$ cat src/rtl/udiv_pkg.sv
package udiv_pkg;

    typedef enum logic [1:0] {
        ST_IDLE = 2'd0,
        ST_CALC = 2'd1,
        ST_DONE = 2'd2
    } udiv_state_e;

endpackage

$ cat src/rtl/udiv_ctrl.sv
module udiv_ctrl
    import udiv_pkg::*;
#(
    parameter int WORD_W = 16,
    localparam int LONG_W = 2 * WORD_W,
    localparam int CNT_W  = $clog2(LONG_W)
) (
    input  logic clk,
    input  logic rst_n,
    input  logic start,
    input  logic wide_mode,
    input  logic div_zero,
    output logic load_ops,
    output logic step_en,
    output logic commit_calc,
    output logic commit_zero,
    output logic busy,
    output logic done
);

    udiv_state_e state_q, state_d;
    logic [CNT_W-1:0] cnt_q;
    logic             accept;
    logic             last_step;

    assign accept    = start && (state_q != ST_CALC);
    assign last_step = (cnt_q == '0);

    always_comb begin
        state_d = state_q;
        unique case (state_q)
            ST_IDLE, ST_DONE: begin
                if (accept) begin
                    state_d = div_zero ? ST_DONE : ST_CALC;
                end else begin
                    state_d = ST_IDLE;
                end
            end
            ST_CALC: begin
                if (last_step) begin
                    state_d = ST_DONE;
                end
            end
            default: state_d = ST_IDLE;
        endcase
    end

    always_ff @(posedge clk or negedge rst_n) begin
        if (!rst_n) begin
            state_q <= ST_IDLE;
        end else begin
            state_q <= state_d;
        end
    end

    always_ff @(posedge clk or negedge rst_n) begin
        if (!rst_n) begin
            cnt_q <= '0;
        end else if (accept && !div_zero) begin
            cnt_q <= wide_mode ? CNT_W'(LONG_W - 1) : CNT_W'(WORD_W - 1);
        end else if (state_q == ST_CALC && !last_step) begin
            cnt_q <= cnt_q - 1'b1;
        end
    end

    always_comb begin
        load_ops    = accept && !div_zero;
        commit_zero = accept && div_zero;
        step_en     = (state_q == ST_CALC);
        commit_calc = (state_q == ST_CALC) && last_step;
        busy        = (state_q == ST_CALC);
        done        = (state_q == ST_DONE);
    end

endmodule

$ cat src/rtl/udiv_step.sv
module udiv_step #(
    parameter int W = 32
) (
    input  logic [W-1:0] part_i,
    input  logic [W-1:0] quo_i,
    input  logic [W-1:0] dvs_i,
    output logic [W-1:0] part_o,
    output logic [W-1:0] quo_o
);

    logic [W:0] shifted;
    logic [W:0] trial;
    logic       fits;

    always_comb begin
        shifted = {part_i, quo_i[W-1]};
        trial   = shifted - {1'b0, dvs_i};
        fits    = !trial[W];
        part_o  = fits ? trial[W-1:0] : shifted[W-1:0];
        quo_o   = {quo_i[W-2:0], fits};
    end

endmodule

$ cat src/rtl/udiv_datapath.sv
module udiv_datapath #(
    parameter int WORD_W = 16,
    localparam int LONG_W = 2 * WORD_W
) (
    input  logic              clk,
    input  logic              rst_n,
    input  logic              wide_mode,
    input  logic [WORD_W-1:0] dvd_lo,
    input  logic [WORD_W-1:0] dvd_hi,
    input  logic [WORD_W-1:0] dvs_lo,
    input  logic [WORD_W-1:0] dvs_hi,
    input  logic              load_ops,
    input  logic              step_en,
    input  logic              commit_calc,
    input  logic              commit_zero,
    output logic [WORD_W-1:0] quo_lo,
    output logic [WORD_W-1:0] quo_hi,
    output logic [WORD_W-1:0] rem_lo,
    output logic [WORD_W-1:0] rem_hi
);

    logic [LONG_W-1:0] part_q, quo_q, dvs_q;
    logic [LONG_W-1:0] part_nx, quo_nx;
    logic              wide_q;

    udiv_step #(.W(LONG_W)) u_step (
        .part_i (part_q),
        .quo_i  (quo_q),
        .dvs_i  (dvs_q),
        .part_o (part_nx),
        .quo_o  (quo_nx)
    );

    always_ff @(posedge clk or negedge rst_n) begin
        if (!rst_n) begin
            part_q <= '0;
            quo_q  <= '0;
            dvs_q  <= '0;
            wide_q <= 1'b0;
        end else if (load_ops) begin
            part_q <= '0;
            wide_q <= wide_mode;
            if (wide_mode) begin
                quo_q <= {dvd_hi, dvd_lo};
                dvs_q <= {dvs_hi, dvs_lo};
            end else begin
                quo_q <= {dvd_lo, {WORD_W{1'b0}}};
                dvs_q <= {{WORD_W{1'b0}}, dvs_lo};
            end
        end else if (step_en) begin
            part_q <= part_nx;
            quo_q  <= quo_nx;
        end
    end

    always_ff @(posedge clk or negedge rst_n) begin
        if (!rst_n) begin
            quo_lo <= '0;
            quo_hi <= '0;
            rem_lo <= '0;
            rem_hi <= '0;
        end else if (commit_zero) begin
            quo_lo <= '1;
            quo_hi <= wide_mode ? {WORD_W{1'b1}} : {WORD_W{1'b0}};
            rem_lo <= dvd_lo;
            rem_hi <= wide_mode ? dvd_hi : {WORD_W{1'b0}};
        end else if (commit_calc) begin
            quo_lo <= quo_nx[WORD_W-1:0];
            rem_lo <= part_nx[WORD_W-1:0];
            quo_hi <= wide_q ? quo_nx[LONG_W-1:WORD_W]  : {WORD_W{1'b0}};
            rem_hi <= wide_q ? part_nx[LONG_W-1:WORD_W] : {WORD_W{1'b0}};
        end
    end

endmodule

$ cat src/rtl/udiv_seq.sv
module udiv_seq #(
    parameter int WORD_W = 16
) (
    input  logic              clk,
    input  logic              rst_n,
    input  logic              start,
    input  logic              wide_mode,
    input  logic [WORD_W-1:0] dvd_lo,
    input  logic [WORD_W-1:0] dvd_hi,
    input  logic [WORD_W-1:0] dvs_lo,
    input  logic [WORD_W-1:0] dvs_hi,
    output logic [WORD_W-1:0] quo_lo,
    output logic [WORD_W-1:0] quo_hi,
    output logic [WORD_W-1:0] rem_lo,
    output logic [WORD_W-1:0] rem_hi,
    output logic              busy,
    output logic              done
);

    logic div_zero;
    logic load_ops, step_en, commit_calc, commit_zero;

    assign div_zero = wide_mode ? ({dvs_hi, dvs_lo} == '0) : (dvs_lo == '0);

    udiv_ctrl #(.WORD_W(WORD_W)) u_ctrl (
        .clk         (clk),
        .rst_n       (rst_n),
        .start       (start),
        .wide_mode   (wide_mode),
        .div_zero    (div_zero),
        .load_ops    (load_ops),
        .step_en     (step_en),
        .commit_calc (commit_calc),
        .commit_zero (commit_zero),
        .busy        (busy),
        .done        (done)
    );

    udiv_datapath #(.WORD_W(WORD_W)) u_dp (
        .clk         (clk),
        .rst_n       (rst_n),
        .wide_mode   (wide_mode),
        .dvd_lo      (dvd_lo),
        .dvd_hi      (dvd_hi),
        .dvs_lo      (dvs_lo),
        .dvs_hi      (dvs_hi),
        .load_ops    (load_ops),
        .step_en     (step_en),
        .commit_calc (commit_calc),
        .commit_zero (commit_zero),
        .quo_lo      (quo_lo),
        .quo_hi      (quo_hi),
        .rem_lo      (rem_lo),
        .rem_hi      (rem_hi)
    );

endmodule

$ cat config.mk
export PLATFORM = sky130hd
export DESIGN_NAME = udiv_seq
export DESIGN_NICKNAME = d
export VERILOG_FILES = /design/src/rtl/udiv_pkg.sv /design/src/rtl/udiv_ctrl.sv /design/src/rtl/udiv_step.sv /design/src/rtl/udiv_datapath.sv /design/src/rtl/udiv_seq.sv
export SDC_FILE = /design/constraint.sdc
export NUM_CORES = 1
export LEC_CHECK = 0
export BUFFER_PORTS_ARGS = -buffer_cell sky130_fd_sc_hd__buf_2
export CAP_MARGIN = 5
export CORE_MARGIN = 3
export CORE_UTILIZATION = 52
export CTS_CLUSTER_SIZE = 16
export DETAILED_ROUTE_END_ITERATION = 10
export PLACE_DENSITY_LB_ADDON = 0.3
export RECOVER_POWER = 100
export SYNTH_ARGS = -nofsm -noshare
export SYNTH_HDL_FRONTEND = slang
export SYNTH_SLANG_ARGS = --single-unit
$ cat constraint.sdc
create_clock -name clk -period 3.1 [get_ports clk]
set_clock_uncertainty 0.15 [all_clocks]
set_input_delay 0.465 -clock clk [delete_from_list [all_inputs] [get_ports clk]]
set_output_delay 0.465 -clock clk [all_outputs]
set_load 0.01 [all_outputs]
==> results.yml, run 1 <==
setup_path:
  crit_path_start: "u_dp.quo_q[31]$_DFFE_PN0P_"
  rrSetupSlack_ps: -200
  cp_max_fo: 5
  critical_path.endpoint: "u_dp.rem_hi[14]$_DFFE_PN0P_"
  worst_path_max_delay_cell: "dfrtp_1"
  rr_worst_depth: 15
  r2r_end: "u_dp.rem_hi[14]$_DFFE_PN0P_"
  worstPathRequired_ps: 3220
  path_cells: "inv_2 > ha_4 > fa_2 > nand2b_4 > a21o_1 > a31oi_4 > a21oi_4 > a21oi_2 > buf_4 > o31ai_4 > a211oi_4 > buf_6 > clkbuf_16 > mux2i_4 > o22ai_1"
  worstSetupPathType: "reg2reg"
  cp-end-kind: "flip-flop"
  reg2reg_from: "u_dp.quo_q[31]$_DFFE_PN0P_"
  critPathMaxStageDelay_ps: 380
  startpoint_type: "flip-flop"
  cp_data_arrival_time_ps: 3420
floorplan:
  rows: 47
  die_h_um: 138.2
  die_w_um: 138.2
  ios: 134
  die-area_mm2: 0.01911
  start_util_pct: 54.06
  core-area_mm2: 0.01682
route:
  drc_errors: 0
  wl_um: 28690
  viasPerCell: 6.122
  dr.pass1.iters: 5
  postRouteAntennaNets: 0
  drt-initial-drc-count: 965
  num_vias: 8338
  routedWlPerCell_um: 21.07
synthesis:
  ys_types: 58
  synthCells: 961
  synth-async-reset-ratio_pct: 100.0
  yosys_warnings: 0
  syn_nets: 1064
  syn_avg_cell_area_um2: 9.461
  yosysSeqAreaShare_pct: 46.24
  netlist_area_mm2: 0.009092
  yosys_most_used_dff: "dfrtp_1"
  synth_edf_count: 0
  ys_seq_elements: 168
run_status:
  status: "complete, but fails checks"
  violations: "capacitance limit, slew limit, setup timing"
sta:
  max_freq_mhz: 303.1
  setup-violations-final: 58
  drv_slew: 71
  hold_viol_final: 0
  worstMarginPinSlew_ps: 1852
  slew_headroom_pct: -23.47
  rsz0062_at_grt: "yes"
  period_share_pct: 106.4
  fin_ws_ps: -199.3
  min_period_ps: 3299
  holdWs_ps: 123.8
global_route:
  antenna_found_initial: 0
  grt_pass1_vias: 7888
  grt_first_pass_wirelength_um: 43320
  grt_max_degree: 73
  grtUsageTotal_pct: 28.21
  overflow: 0
placement:
  port_buffers: 133
  place.gp.congestion: 0.9257
  dp_hpwl_um: 19730
layout:
  insertedDiodeCount: 0
  multi_input_area_mm2: 0.004942
  ff_latch_area_mm2: 0.004205
  num-fill-cells: 1351
  drive_gt1_share_pct: 24.26
  fin_nets: 1232
  synthToLayoutAreaGrowth_pct: 26.13
clock_network:
  cts_buffers: 17
  path_clk_slew_ps: 70
  h-tree-depth: 4
  cts_tree: "yes"
  clk_path_buf_depth: 2
  cts_sinks: 168
  cts_root_buf: "clkbuf_16"
  insertion_delay_ps: 440
hold_path:
  min_path_type: "in2reg"
  whs_path_depth: 3
job:
  cap_violations: 1
[Yosys cell counts, types with 2 or more instances]
cell type / instances / share of area, %
ha_1: 34 / 4.7
o221a_2: 3 / 0.37
nand4_1: 6 / 0.41
nand2_1: 125 / 5.2
mux2i_1: 34 / 3.7
nand3_1: 42 / 2.3
buf_6: 4 / 0.50
nor2_1: 58 / 2.4
o221ai_1: 7 / 0.67
and3_1: 6 / 0.41
a22oi_1: 33 / 2.7
and2_1: 4 / 0.28
mux2_2: 18 / 2.2
nor2b_1: 5 / 0.34
a31oi_1: 9 / 0.62
a41oi_1: 2 / 0.19
a2bb2oi_1: 2 / 0.19
o21a_1: 6 / 0.50
nor3_1: 5 / 0.28
o22ai_1: 5 / 0.34
o21ai_1: 17 / 0.94
mux2_4: 2 / 0.33
nor3b_1: 2 / 0.17
a21o_1: 13 / 1.1
o211ai_1: 6 / 0.50
a221o_1: 33 / 3.6
xnor2_1: 21 / 2.0
nand3b_1: 3 / 0.25
nor4_1: 9 / 0.62
nand2b_1: 9 / 0.62
o21ai_0: 63 / 3.5
o21ai_2: 5 / 0.48
a21oi_2: 2 / 0.19
xor2_1: 6 / 0.58
clkbuf_1: 54 / 2.2
a221oi_1: 2 / 0.19
buf_2: 3 / 0.17
dfrtp_1: 168 / 46
a21oi_1: 73 / 4.0
a21boi_0: 2 / 0.17
inv_1: 43 / 1.8
[cells by family (layout without fill, tap and decap cells)]
| kind of cell | Yosys count | in the layout | share of synthesized area (%) |
|---|---|---|---|
| compound gates | 295 | 295 | 21.73 |
| xor+xnor | 27 | 27 | 2.601 |
| fa+ha+maj | 35 | 35 | 4.899 |
| buf+inv | 105 | 286 | 4.706 |
| flops | 168 | 168 | 46.24 |
| mux | 54 | 54 | 6.302 |
| simple gates | 277 | 277 | 13.53 |
[registers in the layout, summed over array words and instances (netlist names)]
signal	flops
u_dp.quo_lo	16
u_ctrl.cnt_q	5
u_dp.quo_q	32
u_dp.quo_hi	16
u_dp.part_q	32
u_dp.rem_lo	16
u_ctrl.state_q	2
u_dp.wide_q	1
u_dp.dvs_q	32
u_dp.rem_hi	16
[layout by cell type, fill, tap and decap left out, drive strengths merged, types with 6 or more instances in the layout]
cell,instances
a21o,13
a21oi,75
a221o,33
a22oi,33
a31oi,10
and3,6
buf,135
clkbuf,92
dfrtp,168
ha,34
inv,48
mux2,20
mux2i,34
nand2,125
nand2b,10
nand3,42
nand4,6
nor2,58
nor4,9
o211ai,6
o21a,6
o21ai,85
o221ai,7
xnor2,21
xor2,6
[per-stage QoR]
| stage | cells | setup slack (ps) | utilization (%) | area [um2] | TNS [ps] |
|---|---|---|---|---|---|
| finish | 1362 | -199.3 | 68.19 | 11470 | -6791 |
| global route | 1362 | -320.4 | 68.19 | 11470 | -14790 |
| CTS | 1355 | 7.173 | 65.82 | 11070 | 0 |
| detailed placement | 1314 | -150.2 | 61.23 | 10300 | -3919 |
| global placement | 1314 | -29.60 | 61.23 | 10300 | -225.7 |
| floorplan | 961 | 6.902 | - | 9092 | 0 |
[repair_timing]
item | CTS | global route
resized for setup | 16 | 110
hold buffers | 1 | 0
endpoints found under the hold margin | 70 | 0
pin swaps | 0 | 24
gates cloned | 1 | 2
buffers inserted | 7 | 6
setup endpoints to repair | 61 | 65
[final cells by class]
class                      instances  share of cell area (%)
clock inverter                    15                   1.658
timing repair buffer             211                   11.06
inverter                          43                   1.407
multi-input combinational        688                   43.09
sequential                       168                   36.67
tap                              220                   2.400
clock buffer                      17                   3.709
[metal layers]
layer / vias up / global-route usage, % / share of wire [%]
met5: - / 0 / 0
met4: 0 / 9.360 / 3.5
met3: 73 / 5.145 / 8.3
met2: 439 / 43.55 / 46
met1: 4018 / 40.59 / 42
li1: 3808 / - / -
[worst min-delay path by stage]
stage	startpoint	endpoint	slack, ps
global route	dvs_lo[14]	u_dp.dvs_q[14]$_DFFE_PN0P_	130
floorplan	rst_n	u_ctrl.cnt_q[0]$_DFFE_PN0P_	20
detailed placement	u_dp.dvs_q[18]$_DFFE_PN0P_	u_dp.dvs_q[18]$_DFFE_PN0P_	320
finish	dvs_hi[5]	u_dp.dvs_q[21]$_DFFE_PN0P_	120
global placement	u_dp.dvs_q[23]$_DFFE_PN0P_	u_dp.dvs_q[23]$_DFFE_PN0P_	310
CTS	dvs_hi[5]	u_dp.dvs_q[21]$_DFFE_PN0P_	110
[worst max-delay path: cells and delay by family, from the launching register on]
kind / cells / cell delay [ps]
AOI/OAI and AO/OA: 7 / 1150
adders and majority gates: 2 / 500
buffers and inverters: 4 / 550
DFF: 1 / 380
muxes: 1 / 240
and+or+nand+nor: 1 / 150
Power of run 1 is left out: the tool's default activity adds up to more than one toggle a clock period on the data nets, which glitch-free logic cannot reach.
==> run 2, diff against run 1 <==
--- a/config.mk
+++ b/config.mk
@@ -7,8 +7,10 @@
 export LEC_CHECK = 0
 export BUFFER_PORTS_ARGS = -buffer_cell sky130_fd_sc_hd__buf_2
 export CAP_MARGIN = 5
+export CELL_PAD_IN_SITES_DETAIL_PLACEMENT = 1
+export CELL_PAD_IN_SITES_GLOBAL_PLACEMENT = 2
 export CORE_MARGIN = 3
-export CORE_UTILIZATION = 52
+export CORE_UTILIZATION = 32
 export CTS_CLUSTER_SIZE = 16
 export DETAILED_ROUTE_END_ITERATION = 10
 export PLACE_DENSITY_LB_ADDON = 0.3
==> run 2 against run 1 <==
Compared with the run above:
- the run still ends with capacitance limit, slew limit, setup timing left
- clock-buffer cell count grew 2
- worst setup slack gained 170 ps
- critical path type unchanged
- largest cell class unchanged
- final cell count grew 12%
- via count shrank 2.3%
- critical path depth shrank 1
- core utilization shrank 26 points
- highest routed layer unchanged
- sequential share of layout area shrank 0.67 points
- first-iteration DRC count shrank 49%
- worst hold slack is essentially flat
==> results.yml, run 2 (synthesis results as in run 1) <==
placement:
  post-place-ws_ps: -199.6
  place.gp.congestion: 0.8464
  post_dp_cell_area_mm2: 0.01062
  dp_hpwl_um: 24300
  port_buffers: 133
sta:
  min_period_ps: 3130
  max_freq_mhz: 319.5
  drv_slew: 67
  hold_viol_final: 0
  rsz0062_at_grt: "yes"
  slew_headroom_pct: -18.70
  fin_ws_ps: -29.81
  holdWs_ps: 124.2
  period_share_pct: 101.0
  setup-violations-final: 3
  worstMarginPinSlew_ps: 1781
clock_network:
  path_clk_slew_ps: 80
  cts_buffers: 17
  clk_path_buf_depth: 2
  cts_sinks: 168
  cts_tree: "yes"
  cts_root_buf: "clkbuf_16"
  insertion_delay_ps: 440
  h-tree-depth: 4
pwr:
  p_leak_nw: 5.151
  power-per-cell-area_mw_per_mm2: 1561
  p_total_mw: 18.24
  peakVddDrop_v: 0.0006834
hold_path:
  min_path_type: "in2reg"
route:
  postRouteAntennaNets: 0
  num_vias: 8143
  drc_errors: 0
  drt-initial-drc-count: 494
  wl_um: 32990
  dr.pass1.iters: 5
  viasPerCell: 5.315
  routedWlPerCell_um: 21.53
setup_path:
  worst_path_max_delay_cell: "dfrtp_1"
  path_cells: "inv_2 > ha_4 > a21o_1 > a21oi_2 > o21a_1 > o21ai_2 > or3_4 > o31ai_4 > a211oi_4 > buf_6 > buf_12 > buf_16 > mux2i_2 > o22ai_1"
  worstPathRequired_ps: 3240
  critPathMaxStageDelay_ps: 390
  worstSetupPathType: "reg2reg"
  cp_max_fo: 6
  cp-end-kind: "flip-flop"
  cp_data_arrival_time_ps: 3270
  startpoint_type: "flip-flop"
global_route:
  grt_pass1_vias: 8441
  overflow: 0
  grtUsageTotal_pct: 21.29
  antenna_found_initial: 0
  grt_max_degree: 67
  grt_first_pass_wirelength_um: 50750
run_status:
  status: "complete, but fails checks"
  violations: "capacitance limit, slew limit, setup timing"
layout:
  insertedDiodeCount: 0
  final_area_mm2: 0.01169
  fin_nets: 1244
  final_cell_mix: "166 x dfrtp_1, 123 x nand2_1, 68 x a21oi_1, 68 x buf_2, 67 x clkbuf_1"
  synthToLayoutAreaGrowth_pct: 28.53
  drive_gt1_share_pct: 24.70
  mostFrequentLayoutCell: "dfrtp_1"
  largestRegisters: "u_dp.dvs_q: 32 flops, u_dp.part_q: 32 flops, u_dp.quo_q: 32 flops"
floorplan:
  die_w_um: 174.6
  ios: 134
  core-area_mm2: 0.02786
  die_h_um: 174.6
  rows: 61
  start_util_pct: 32.64
  die-area_mm2: 0.03047
job:
  cap_violations: 1
run 2: worst max-delay path: cells and delay by family (launching register included):
| family | cells | cell delay (ps) |
|---|---|---|
| DFF | 1 | 390 |
| muxes | 1 | 190 |
| and+or+nand+nor | 1 | 390 |
| buffers and inverters | 4 | 540 |
| adders and majority gates | 1 | 220 |
| AOI/OAI and AO/OA | 7 | 1080 |
run 2: repair_timing:
item,CTS,global route
endpoints found under the hold margin,63,0
hold buffers,1,0
pin swaps,9,17
setup buffers,7,4
gates resized for setup,40,74
endpoints found under the setup margin,65,66
cloned,2,2
run 2: power breakdown:
group          total (mW)  leakage [nW]  internal (mW)  switching (mW)
combinational        11.9          2.88           5.63            6.22
clock                2.26         0.295           1.26            1.00
sequential           4.13          1.98           3.22           0.906
run 2: cell type report:
| cell class | instances | area [um2] |
|---|---|---|
| Clock inverter | 13 | 155.1 |
| Multi-Input combinational cell | 688 | 4881 |
| Tap cell | 378 | 473.0 |
| Sequential cell | 168 | 4207 |
| Fill cell | 3213 | 16170 |
| Timing Repair Buffer | 223 | 1356 |
| Inverter | 43 | 161.4 |
| Clock buffer | 19 | 452.9 |
run 2: worst paths after layout:
kind / startpoint / to / slack (ps) / cells past startpoint
max: u_dp.dvs_q[28]$_DFFE_PN0P_ / u_dp.rem_hi[6]$_DFFE_PN0P_ / -30 / 14
min: dvs_lo[10] / u_dp.dvs_q[10]$_DFFE_PN0P_ / 120 / 2
max reg2reg: u_dp.dvs_q[28]$_DFFE_PN0P_ / u_dp.rem_hi[6]$_DFFE_PN0P_ / -30 / 14
min reg2reg: u_dp.dvs_q[16]$_DFFE_PN0P_ / u_dp.dvs_q[16]$_DFFE_PN0P_ / 330 / 2
max in group asynchronous: rst_n / u_dp.part_q[8]$_DFFE_PN0P_ / 290 / 3
min in group asynchronous: rst_n / u_dp.quo_hi[2]$_DFFE_PN0P_ / 900 / 2
run 2: metrics by stage:
step | instances | TNS [ps] | util [%]
finish | 1532 | -36.56 | 41.95
CTS | 1526 | -3697 | 41.23
global placement | 1485 | -2579 | 38.12
detailed placement | 1485 | -6408 | 38.12
floorplan | 961 | 0 | -
global route | 1532 | -7396 | 41.95
run 2: metal layers:
| metal | global-route usage, % | part of all wire [%] |
|---|---|---|
| met5 | 0 | 0 |
| met4 | 4.920 | 1.5 |
| met3 | 2.862 | 3.6 |
| met2 | 35.03 | 48 |
| met1 | 29.95 | 47 |
Power figures use the tool's default switching activity.
